### config.mk
export PLATFORM = sky130hd
export DESIGN_NAME = dt_pair_gen
export DESIGN_NICKNAME = d
export VERILOG_FILES = /design/src/rtl/dt_pkg.sv /design/src/rtl/dt_cfg_lock.sv /design/src/rtl/dt_channel.sv /design/src/rtl/dt_pair_gen.sv
export SDC_FILE = /design/constraint.sdc
export NUM_CORES = 1
export LEC_CHECK = 0
export BUFFER_PORTS_ARGS = -buffer_cell sky130_fd_sc_hd__buf_2
export CORE_UTILIZATION = 55
export DETAILED_ROUTE_END_ITERATION = 8
export GPL_ROUTABILITY_DRIVEN = 1
export PLACE_DENSITY = 0.77
export SKIP_CTS_REPAIR_TIMING = 1
export SLEW_MARGIN = 20
export SYNTH_ARGS = -nofsm -noshare
export SYNTH_HDL_FRONTEND = slang
export SYNTH_SLANG_ARGS = --single-unit
### constraint.sdc
create_clock -name clk -period 2.8 [get_ports clk]
set_clock_uncertainty 0.2 [all_clocks]
set_input_delay 0.42 -clock clk [delete_from_list [all_inputs] [get_ports clk]]
set_output_delay 0.42 -clock clk [all_outputs]
set_load 0.03 [all_outputs]
### src/rtl/dt_pkg.sv
package dt_pkg;

   // Per-channel phase of the dead-time sequencer.
   typedef enum logic [1:0] {
      PH_PASS  = 2'd0,  // independent operation, references forwarded
      PH_DEAD  = 2'd1,  // both switches held off while the count runs
      PH_DRIVE = 2'd2   // complementary drive settled
   } ch_phase_e;

endpackage

### src/rtl/dt_cfg_lock.sv
module dt_cfg_lock #(
   parameter int DT_W      = 8,
   parameter int ADDR_W    = 4,
   parameter int DT_ADDR   = 6,
   parameter logic [DT_W-1:0] RESET_VAL = '1
) (
   input  logic              clk,
   input  logic              rst_n,
   input  logic              wr_en,
   input  logic [ADDR_W-1:0] wr_addr,
   input  logic [DT_W-1:0]   wr_data,
   output logic [DT_W-1:0]   dt_q,
   output logic              locked_q
);

   localparam logic [ADDR_W-1:0] SEL_ADDR = ADDR_W'(DT_ADDR);

   logic hit;
   logic accept;

   assign hit    = wr_en && (wr_addr == SEL_ADDR);
   assign accept = hit && !locked_q;

   always_ff @(posedge clk or negedge rst_n) begin
      if (!rst_n) begin
         dt_q     <= RESET_VAL;
         locked_q <= 1'b0;
      end else if (accept) begin
         dt_q     <= wr_data;
         locked_q <= 1'b1;
      end
   end

   // the first write to the address loads the value and sets the lock
   a_r2_first_write: assert property (@(posedge clk) disable iff (!rst_n)
      (wr_en && (wr_addr == SEL_ADDR) && !locked_q) |=> (locked_q && (dt_q == $past(wr_data))));

   // once locked, value and lock never move until reset
   a_r3_lock_sticky: assert property (@(posedge clk) disable iff (!rst_n)
      locked_q |=> (locked_q && $stable(dt_q)));

   // writes elsewhere leave an unlocked register alone
   a_r3_other_addr: assert property (@(posedge clk) disable iff (!rst_n)
      (!locked_q && !(wr_en && (wr_addr == SEL_ADDR))) |=> (!locked_q && $stable(dt_q)));

endmodule

### src/rtl/dt_channel.sv
module dt_channel
   import dt_pkg::*;
#(
   parameter int DT_W = 8
) (
   input  logic            clk,
   input  logic            rst_n,
   input  logic            comp_en,
   input  logic            ref_top,
   input  logic            ref_bot,
   input  logic [DT_W-1:0] dt_val,
   output logic            top_o,
   output logic            bot_o
);

   localparam logic [DT_W-1:0] CNT_ONE  = DT_W'(1);
   localparam logic [DT_W-1:0] CNT_ZERO = '0;

   ch_phase_e       phase_q, phase_n;
   logic [DT_W-1:0] cnt_q, cnt_n;
   logic            ref_q;
   logic            mode_q;
   logic            top_q, top_n;
   logic            bot_q, bot_n;
   logic            trig;

   // A new transition, or the first cycle in complementary mode.
   assign trig = !mode_q || (ref_top != ref_q);

   always_comb begin
      phase_n = phase_q;
      cnt_n   = cnt_q;
      top_n   = top_q;
      bot_n   = bot_q;
      if (!comp_en) begin
         phase_n = PH_PASS;
         cnt_n   = CNT_ZERO;
         top_n   = ref_top;
         bot_n   = ref_bot;
      end else if (trig) begin
         if (dt_val == CNT_ZERO) begin
            phase_n = PH_DRIVE;
            cnt_n   = CNT_ZERO;
            top_n   = ref_top;
            bot_n   = !ref_top;
         end else begin
            phase_n = PH_DEAD;
            cnt_n   = dt_val;
            top_n   = 1'b0;
            bot_n   = 1'b0;
         end
      end else if (phase_q == PH_DEAD) begin
         if (cnt_q == CNT_ONE) begin
            phase_n = PH_DRIVE;
            cnt_n   = CNT_ZERO;
            top_n   = ref_q;
            bot_n   = !ref_q;
         end else begin
            cnt_n = cnt_q - CNT_ONE;
         end
      end
   end

   always_ff @(posedge clk or negedge rst_n) begin
      if (!rst_n) begin
         phase_q <= PH_PASS;
         cnt_q   <= CNT_ZERO;
         ref_q   <= 1'b0;
         mode_q  <= 1'b0;
         top_q   <= 1'b0;
         bot_q   <= 1'b0;
      end else begin
         phase_q <= phase_n;
         cnt_q   <= cnt_n;
         ref_q   <= ref_top;
         mode_q  <= comp_en;
         top_q   <= top_n;
         bot_q   <= bot_n;
      end
   end

   assign top_o = top_q;
   assign bot_o = bot_q;

   // no shoot-through while complementary
   a_r9_no_overlap: assert property (@(posedge clk) disable iff (!rst_n)
      mode_q |-> !(top_q && bot_q));

   // both switches off for as long as the count runs
   a_r7_dead_off: assert property (@(posedge clk) disable iff (!rst_n)
      (phase_q == PH_DEAD) |-> (!top_q && !bot_q && (cnt_q != CNT_ZERO)));

   // independent mode forwards each reference one clock later
   a_r8_pass: assert property (@(posedge clk) disable iff (!rst_n)
      !comp_en |=> ((top_q == $past(ref_top)) && (bot_q == $past(ref_bot))));

   // a transition with nonzero dead-time switches both outputs off
   a_r4_edge_off: assert property (@(posedge clk) disable iff (!rst_n)
      (comp_en && (ref_top != ref_q) && (dt_val != CNT_ZERO)) |=> (!top_q && !bot_q));

   // zero dead-time gives complementary outputs at once
   a_r6_zero_dt: assert property (@(posedge clk) disable iff (!rst_n)
      (comp_en && trig && (dt_val == CNT_ZERO)) |=> ((top_q == $past(ref_top)) && (bot_q != top_q)));

endmodule

### src/rtl/dt_pair_gen.sv
module dt_pair_gen #(
   parameter int NUM_PAIRS = 3,
   parameter int DT_W      = 8,
   parameter int ADDR_W    = 4,
   parameter int DT_ADDR   = 6
) (
   input  logic                 clk,
   input  logic                 rst_n,
   input  logic                 wr_en,
   input  logic [ADDR_W-1:0]    wr_addr,
   input  logic [DT_W-1:0]      wr_data,
   input  logic [NUM_PAIRS-1:0] comp_en,
   input  logic [NUM_PAIRS-1:0] ref_top,
   input  logic [NUM_PAIRS-1:0] ref_bot,
   output logic [NUM_PAIRS-1:0] pwm_top,
   output logic [NUM_PAIRS-1:0] pwm_bot,
   output logic [DT_W-1:0]      dt_value,
   output logic                 dt_locked
);

   localparam int ADDR_SPAN = 1 << ADDR_W;

   generate
      if (NUM_PAIRS < 1) begin : g_chk_pairs
         $error("dt_pair_gen: NUM_PAIRS must be at least 1");
      end
      if (DT_W < 1 || DT_W > 16) begin : g_chk_width
         $error("dt_pair_gen: DT_W must be between 1 and 16");
      end
      if (DT_ADDR < 0 || DT_ADDR >= ADDR_SPAN) begin : g_chk_addr
         $error("dt_pair_gen: DT_ADDR does not fit in ADDR_W bits");
      end
   endgenerate

   logic [DT_W-1:0] dt_q;
   logic            locked_q;

   dt_cfg_lock #(
      .DT_W      (DT_W),
      .ADDR_W    (ADDR_W),
      .DT_ADDR   (DT_ADDR),
      .RESET_VAL ({DT_W{1'b1}})
   ) u_cfg (
      .clk      (clk),
      .rst_n    (rst_n),
      .wr_en    (wr_en),
      .wr_addr  (wr_addr),
      .wr_data  (wr_data),
      .dt_q     (dt_q),
      .locked_q (locked_q)
   );

   generate
      for (genvar gi = 0; gi < NUM_PAIRS; gi++) begin : g_pair
         dt_channel #(
            .DT_W (DT_W)
         ) u_ch (
            .clk     (clk),
            .rst_n   (rst_n),
            .comp_en (comp_en[gi]),
            .ref_top (ref_top[gi]),
            .ref_bot (ref_bot[gi]),
            .dt_val  (dt_q),
            .top_o   (pwm_top[gi]),
            .bot_o   (pwm_bot[gi])
         );
      end
   endgenerate

   assign dt_value  = dt_q;
   assign dt_locked = locked_q;

   // register reset value observed right after reset release
   a_r1_reset_val: assert property (@(posedge clk) disable iff (!rst_n)
      !locked_q |-> (dt_q == {DT_W{1'b1}}) || $past(wr_en));

endmodule

== Yosys cells after proc, flatten, opt, wreduce, memory -nomap -nowiden ==
Index checks and enable logic that the tools add are counted.
Storage, ports and cells
  flip-flop bits (word level): 51
  bits of input ports: 24
  logic and storage cells: 114
Cells by class
  add/subtract/negate cells: 3
  eq/ne operators: 16
  muxes and demuxes: 56
  reductions and logical operators: 19
Operators with widths (number)
  8-bit two-way mux: 13
  1-bit two-way mux: 30
  2-bit two-way mux: 13
  8-bit by 1-bit equality test with 1-bit output (second input constant): 3
  8-bit by 1-bit subtractor with 8-bit output (second input constant): 3
  3-bit by 1-bit != test with 1-bit output (second input constant): 6
  1-bit logical NOT: 10
  8-bit logical NOT: 1
  2-bit by 1-bit equality test with 1-bit output (second input constant): 3
  2-bit AND reduction: 3
  4-bit by 3-bit equality test with 1-bit output (second input constant): 1
  1-bit logical OR: 3
  1-bit != test: 3
  1-bit logical AND: 2

== Depth between registers and ports, before layout ==
Gate-level depths: netlist of the first run.
  word-level depth: 5
  mapped depth: 6
  depth with buffers taken out: 6

== Cells and area by module ==
From an unflattened synthesis of the first run, not the netlist that was laid out.
Second synthesis, totals
  cells, all modules: 304
  area, all modules: 3009.1 um2
By module, submodules not included
  dt_channel at g_pair[0].u_ch ...: times used 2, cells an instance 94, area an instance 892.1 um2, seq. area each 350.3 um2
  dt_channel at g_pair[2].u_ch: times used 1, cells an instance 96, area an instance 859.6 um2, seq. area each 350.3 um2
  dt_cfg_lock: times used 1, cells an instance 20, area an instance 365.4 um2, seq. area each 235.2 um2

== Worst setup path after synthesis of the first run ==
OpenSTA, ideal clock, no wires.
  path type: flip-flop to flip-flop
  start point: reg g_pair[0].u_ch.cnt_q[1]
  end point: reg g_pair[0].u_ch.top_q
  data arrival time: 1.611 ns
  required time: 2.475 ns
  path slack: 0.864 ns
  cell stages (with the launch flop): 7
  path buffers: 0
  clock period less this slack: 1.936 ns
  path through: dfrtp_1 inv_1 ha_1 nor3b_1 nand3_2 and3_1 mux2_4
Between the ends
  longest elaborated chain between the ends: 3
Ends and longest elaborated chain
  start: declaration: RTL line dt_channel.sv:20  | logic [DT_W-1:0] cnt_q, cnt_n;
  start signal: assignment: RTL line dt_channel.sv:74  | cnt_q <= cnt_n;
  8-bit by 1-bit equality test with 1-bit output: RTL line dt_channel.sv:53  | if (cnt_q == CNT_ONE) begin
  3-bit by 1-bit != test with 1-bit output (no line)
  2-bit AND reduction (no line)
  end signal: assignment: RTL line dt_channel.sv:77  | top_q <= top_n;
  end: declaration: RTL line dt_channel.sv:23  | logic top_q, top_n;
No other way between the ends.
A chain may end at the register's enable or synchronous reset.

== Worst setup path after layout of the first run ==
Same ends and word-level chain as after synthesis.

==> impl_metrics.json, run 1 <==
{
  "ctsLongestPathBuffers": 2,
  "n_antenna_cell": 0,
  "grt_overflow": 0,
  "grt_max_degree": 52,
  "yosysWarnings": 0,
  "crit_path_start_kind": "register",
  "ys_ff_latch": 51,
  "post_drt_wl_per_cell_microns": 15.4,
  "areaGrowthSynthToFinish_pct": 10.0,
  "vias_per_cell": 6.00,
  "routabilityCongestion": 0.921,
  "core_sq_um": 5110,
  "peakVddDrop_v": 0.000383,
  "hold_viol": 0,
  "crit_end": "g_pair[0].u_ch.top_o",
  "clk_latency_ns": 0.30,
  "drt_pass1_iterations": 5,
  "ys_seq_area_frac": 0.440,
  "synth_cells": 301,
  "route.met2.wl_microns": 2900,
  "worstPathArrival_ns": 2.19,
  "timing.hold.ws_ns": 0.00235,
  "ant_nets": 0,
  "layout.nets": 362,
  "powerDensity_nw_per_um2": 663,
  "status": "finished clean",
  "worstPathMaxFanout": 5,
  "synthArstFlopShare": 1.00,
  "combPwrFrac": 0.324,
  "worst_pin_slew_ns": 0.628,
  "io_pins": 39,
  "clkTransAtPathRegs_ns": 0.09,
  "switchingPower_uw": 803,
  "fin_tns_setup_ns": 0,
  "antenna_found_initial": 0,
  "cts.htree.levels": 2,
  "grtUsageTotal": 0.247,
  "p_seq_frac": 0.487,
  "drt_iter0_markers": 120,
  "drc": 0,
  "cts_tree": "yes",
  "cts-buffers-inserted": 5,
  "synthFlopType": "dfrtp_1",
  "reg2regPathDepth": 6,
  "finalCriticalPeriod_ns": 2.20,
  "final_max_slew_viol_count": 0,
  "drt-met1-wl_microns": 2950,
  "end_kind": "register",
  "num_vias": 2419,
  "ys_types": 55,
  "swShare": 0.377,
  "fmax_ghz": 0.455,
  "synth_area_per_cell_sq_um": 9.71,
  "io_buffers": 38,
  "grt_pass1_vias": 2226,
  "hp-class": "primary input to async pin",
  "startpoint": "g_pair[0].u_ch.cnt_q[1]",
  "p_leak_uw": 0.00139,
  "r2r-end": "g_pair[0].u_ch.top_o",
  "route.met3.wl_microns": 278,
  "die_x_microns": 74.9,
  "hpwl_microns": 4510,
  "synth_area_sq_um": 2920,
  "ff2ff_setup_slack_ns": 0.60,
  "required_ns": 2.79,
  "rr_startpoint": "g_pair[0].u_ch.cnt_q[1]",
  "synth.net_count": 331,
  "pwr-share-clk": 0.188,
  "start_util": 0.572,
  "rsz0062_at_grt": "false",
  "highest_layer": "met4",
  "cap_violations": 0,
  "setup_viol": 0,
  "die_y_microns": 74.9,
  "cts_num_sinks": 51,
  "wirelength_microns": 6210,
  "grt_pass1_wl_microns": 10500,
  "synth_edf_count": 0,
  "path_class": "register to register",
  "finalCritPeriodShare": 0.786,
  "die-area_sq_um": 5610,
  "drive_gt1_frac": 0.228,
  "p_int_uw": 1330,
  "root_buffer": "clkbuf_8",
  "fp-row-count": 26,
  "slew_headroom": 0.576
}
-- layout make-up --
type	count	area, sq um
fillers	427	1890
multi-input cells	216	1480
flip-flops and latches	51	1290
repair buffers	42	220
well taps	70	87.6
clock buffers	7	76.3
inverters	16	60.1
clock inverters	1	5.00
-- per-layer routing --
layer | vias up | global-route usage
met5 | - | 0
met4 | 0 | 0.0797
met3 | 6 | 0.0522
met2 | 69 | 0.388
met1 | 1165 | 0.344
li1 | 1179 | -
-- logic make-up (layout without fill, tap and decap cells) --
group	count (synthesis)	in the layout	share of synthesized area
mux	21	21	0.0788
flops	51	51	0.440
fa+ha+maj	6	6	0.0257
simple gates	94	94	0.190
buf+inv	34	66	0.0535
compound gates	92	92	0.203
xor+xnor	3	3	0.00900
-- power by group through the flow --
| stage | logic, uW | registers, uW | clock network, uW |
|---|---|---|---|
| floorplan | 467 | 1070 | 0 |
| global placement | 678 | 1050 | 0 |
| detailed placement | 691 | 1050 | 0 |
| CTS | 692 | 1040 | 413 |
| global route | 767 | 1060 | 447 |
| finish | 691 | 1040 | 401 |
-- cells in the mapped netlist (2+ instances only) --
cell type / number / area, sq um
xnor2_1: 3 / 26.3
inv_1: 16 / 60.1
dfrtp_1: 43 / 1080
clkbuf_1: 6 / 22.5
o211ai_1: 5 / 37.5
buf_2: 4 / 20.0
nor2_1: 12 / 45.0
nand2_1: 21 / 78.8
ha_1: 6 / 75.1
buf_4: 6 / 45.0
o31ai_1: 3 / 22.5
a32oi_1: 4 / 35.0
mux2i_1: 8 / 80.1
nor4_1: 5 / 31.3
a41oi_1: 4 / 35.0
and2_1: 4 / 25.0
a211oi_1: 2 / 15.0
nand3b_1: 2 / 15.0
dfstp_2: 8 / 210
or4_1: 2 / 15.0
nand4_1: 3 / 18.8
nor2b_1: 5 / 31.3
nor4_4: 2 / 42.5
nor3b_1: 3 / 22.5
nand2b_1: 7 / 43.8
o21ai_0: 24 / 120
and3_1: 2 / 12.5
nand3_1: 12 / 60.1
mux2_2: 11 / 124
a21oi_1: 24 / 120
a311oi_1: 3 / 26.3
a31oi_1: 9 / 56.3
a21boi_0: 4 / 30.0
nor3_1: 7 / 35.0
-- flip-flops by register name, indices dropped and copies added (netlist names) --
signal	flops
g_pair.u_ch.cnt_q	24
u_cfg.dt_q	8
g_pair.u_ch.phase_q	6
g_pair.u_ch.bot_o	3
g_pair.u_ch.mode_q	3
g_pair.u_ch.ref_q	3
g_pair.u_ch.top_o	3
u_cfg.locked_q	1
-- cell usage in the layout, fill, tap and decap left out, types with 2 or more instances in the layout --
| master | instances |
|---|---|
| dfrtp_1 | 43 |
| buf_2 | 38 |
| o21ai_0 | 24 |
| a21oi_1 | 24 |
| nand2_1 | 21 |
| inv_1 | 16 |
| nor2_1 | 12 |
| nand3_1 | 12 |
| mux2_2 | 11 |
| a31oi_1 | 9 |
| mux2i_1 | 8 |
| dfstp_2 | 8 |
| nand2b_1 | 7 |
| nor3_1 | 7 |
| ha_1 | 6 |
| nor2b_1 | 5 |
| o211ai_1 | 5 |
| nor4_1 | 5 |
| clkbuf_8 | 5 |
| and2_1 | 4 |
| a21boi_0 | 4 |
| a41oi_1 | 4 |
| a32oi_1 | 4 |
| buf_4 | 4 |
| xnor2_1 | 3 |
| nand4_1 | 3 |
| nor3b_1 | 3 |
| a311oi_1 | 3 |
| o31ai_1 | 3 |
| nand3b_1 | 2 |
| nor4_4 | 2 |
| and3_1 | 2 |
| a211oi_1 | 2 |
| or4_1 | 2 |
| clkbuf_1 | 2 |
-- worst max-delay path: stages, from the launching register on --
cell     delay (ns)
dfrtp_1        0.42
inv_1          0.09
ha_1           0.18
nor3b_1        0.52
nand3_2        0.16
and3_1         0.23
mux2_4         0.29
-- per-stage QoR --
| step | std cells | util | worst slack (ns) | cell area, sq um | power, uW |
|---|---|---|---|---|---|
| after CTS | 403 | 0.629 | 0.629 | 3210 | 2140 |
| after global placement | 395 | 0.613 | 0.724 | 3130 | 1730 |
| after floorplan | 301 | - | 0.864 | 2920 | 1540 |
| after detailed placement | 395 | 0.613 | 0.658 | 3130 | 1740 |
| final | 403 | 0.629 | 0.601 | 3210 | 2130 |
| after global routing | 403 | 0.629 | 0.448 | 3210 | 2270 |
-- worst min-delay path by stage --
stage,startpoint,end,slack [ns],cells past startpoint
2_1_floorplan,rst_n,g_pair[0].u_ch.bot_o,-0.08,0
3_3_place_gp,g_pair[2].u_ch.bot_o,g_pair[2].u_ch.bot_o,0.27,1
3_5_place_dp,u_cfg.locked_q,u_cfg.locked_q,0.28,1
4_1_cts,rst_n,g_pair[2].u_ch.bot_o,0.04,2
5_1_grt,ref_top[0],g_pair[0].u_ch.ref_q,0.07,1
6_report,rst_n,g_pair[2].u_ch.bot_o,0.002,2
No activity file was read; power rests on OpenSTA's default activity.
==> inputs of run 2 (changes only) <==
--- a/config.mk
+++ b/config.mk
@@ -6,10 +6,10 @@
 export NUM_CORES = 1
 export LEC_CHECK = 0
 export BUFFER_PORTS_ARGS = -buffer_cell sky130_fd_sc_hd__buf_2
-export CORE_UTILIZATION = 55
+export CORE_UTILIZATION = 52
 export DETAILED_ROUTE_END_ITERATION = 8
 export GPL_ROUTABILITY_DRIVEN = 1
-export PLACE_DENSITY = 0.77
+export PLACE_DENSITY = 0.76
 export SKIP_CTS_REPAIR_TIMING = 1
 export SLEW_MARGIN = 20
 export SYNTH_ARGS = -nofsm -noshare
==> constraint.sdc (replaced) <==
create_clock -name clk -period 1.9 [get_ports clk]
set_clock_uncertainty 0.2 [all_clocks]
set_input_delay 0.285 -clock clk [delete_from_list [all_inputs] [get_ports clk]]
set_output_delay 0.285 -clock clk [all_outputs]
set_load 0.03 [all_outputs]
==> impl_metrics.json, run 2 (same netlist as run 1, synthesis figures left out) <==
{
  "fp-row-count": 26,
  "finalCritPeriodShare": 0.970,
  "route.met2.wl_microns": 3420,
  "cts_tree": "yes",
  "wirelength_microns": 7210,
  "rsz0062_at_grt": "true",
  "antenna_found_initial": 0,
  "largest-register": "g_pair.u_ch.cnt_q",
  "hp-class": "primary input to register",
  "end_kind": "register",
  "final_max_slew_viol_count": 0,
  "worstPathMaxFanout": 4,
  "hold_viol": 0,
  "final_cell_mix": "dfrtp_1, buf_2, buf_4",
  "core_sq_um": 5270,
  "p_leak_uw": 0.00160,
  "fmax_ghz": 0.543,
  "post_drt_wl_per_cell_microns": 16.5,
  "fillers": 430,
  "grt_max_degree": 21,
  "layout.nets": 397,
  "cap_violations": 0,
  "layout_top_registers": "g_pair.u_ch.cnt_q x24, u_cfg.dt_q x8, g_pair.u_ch.phase_q x6",
  "peakVddDrop_v": 0.000776,
  "combPwrFrac": 0.372,
  "setup_viol": 0,
  "start_util": 0.554,
  "postLayoutCoreUtil": 0.689,
  "finalPower_uw": 3600,
  "routabilityCongestion": 0.968,
  "vias_per_cell": 5.95,
  "num_vias": 2604,
  "die_y_microns": 77.0,
  "die_x_microns": 77.0,
  "path_class": "register to register",
  "drt_pass1_iterations": 4,
  "ant_nets": 0,
  "dp_slack_ns": 0.0164,
  "drt_iter0_markers": 194,
  "switchingPower_uw": 1310,
  "clkTransAtPathRegs_ns": 0.09,
  "timing.hold.ws_ns": 0.0134,
  "layout.cells.most_common": "dfrtp_1",
  "grt_overflow": 0,
  "status": "finished clean",
  "ctsLongestPathBuffers": 2,
  "crit_path_start_kind": "register",
  "finalCriticalPeriod_ns": 1.84,
  "drt-met1-wl_microns": 3200,
  "cts_num_sinks": 51,
  "cts-buffers-inserted": 5,
  "cts.htree.levels": 2,
  "n_antenna_cell": 0,
  "worstPathArrival_ns": 1.83,
  "p_int_uw": 2300,
  "swShare": 0.363,
  "route.met3.wl_microns": 494,
  "root_buffer": "clkbuf_8",
  "finalWorstSetupSlack_ns": 0.0575,
  "grt_pass1_vias": 2525,
  "slew_headroom": 0.667,
  "grt_pass1_wl_microns": 11900,
  "powerDensity_nw_per_um2": 993,
  "pwr-share-clk": 0.215,
  "io_pins": 39,
  "largest_register_ffs": 24,
  "drive_gt1_frac": 0.340,
  "required_ns": 1.89,
  "highest_layer": "met4",
  "die-area_sq_um": 5920,
  "worst_pin_slew_ns": 0.499,
  "io_buffers": 38,
  "drc": 0,
  "p_seq_frac": 0.412,
  "grtUsageTotal": 0.256,
  "clk_latency_ns": 0.30,
  "hpwl_microns": 5270,
  "areaGrowthSynthToFinish_pct": 24.2
}
## run 2: cell types whose count changed in the layout (fill, tap and decap cells not counted), sizes merged
cell / before / now
buf: 42 / 73
dlygate4sd3: 0 / 4
bufinv: 0 / 1
clkbuf: 7 / 6
## run 2: layout make-up
class / instances / area [sq um] / share of cell area
Multi-Input combinational cell: 216 / 1570 / 0.433
Sequential cell: 51 / 1290 / 0.355
Tap cell: 70 / 87.6 / 0.0241
Inverter: 16 / 60.1 / 0.0165
Timing Repair Buffer: 77 / 505 / 0.139
Clock buffer: 6 / 82.6 / 0.0228
Clock inverter: 2 / 35.0 / 0.00965
## run 2: stage by stage
step	std cells	cell area, sq um	setup TNS, ns
2_1_floorplan	301	2930	0
3_3_place_gp	424	3370	0
3_5_place_dp	424	3370	0
4_1_cts	432	3490	-0.00905
5_1_grt	438	3630	-0.0326
6_report	438	3630	0
## run 2: worst max-delay path, cell delays in order (launching register included)
cell	delay, ns
dfrtp_1	0.43
nor4_4	0.45
nand3_2	0.14
and3_1	0.21
mux2_4	0.30
## run 2: layer usage
metal  vias to the layer above  track usage
met4                         0       0.0904
li1                       1248            -
met1                      1238        0.344
met2                       109        0.417
met3                         9       0.0405
met5                         -            0
## run 2: power by group through the flow
stage          Clock (uW)  Combinational [uW]  Sequential [uW]
3_5_place_dp            0                1270             1480
6_report              776                1340             1490
4_1_cts               796                1280             1460
3_3_place_gp            0                1240             1470
2_1_floorplan           0                 690             1580
5_1_grt               833                1460             1510
## run 2: path summary, 6_finish.rpt
path,from,end,slack [ns],cells past startpoint
worst max register to register,g_pair[0].u_ch.cnt_q[4],g_pair[0].u_ch.top_o,0.06,4
worst max-delay path,g_pair[0].u_ch.cnt_q[4],g_pair[0].u_ch.top_o,0.06,4
min in group asynchronous,rst_n,g_pair[0].u_ch.top_o,0.28,2
worst min register to register,g_pair[2].u_ch.bot_o,g_pair[2].u_ch.bot_o,0.31,1
worst min-delay path,wr_data[2],u_cfg.dt_q[2],0.01,2
max in group asynchronous,rst_n,u_cfg.dt_q[3],0.68,3
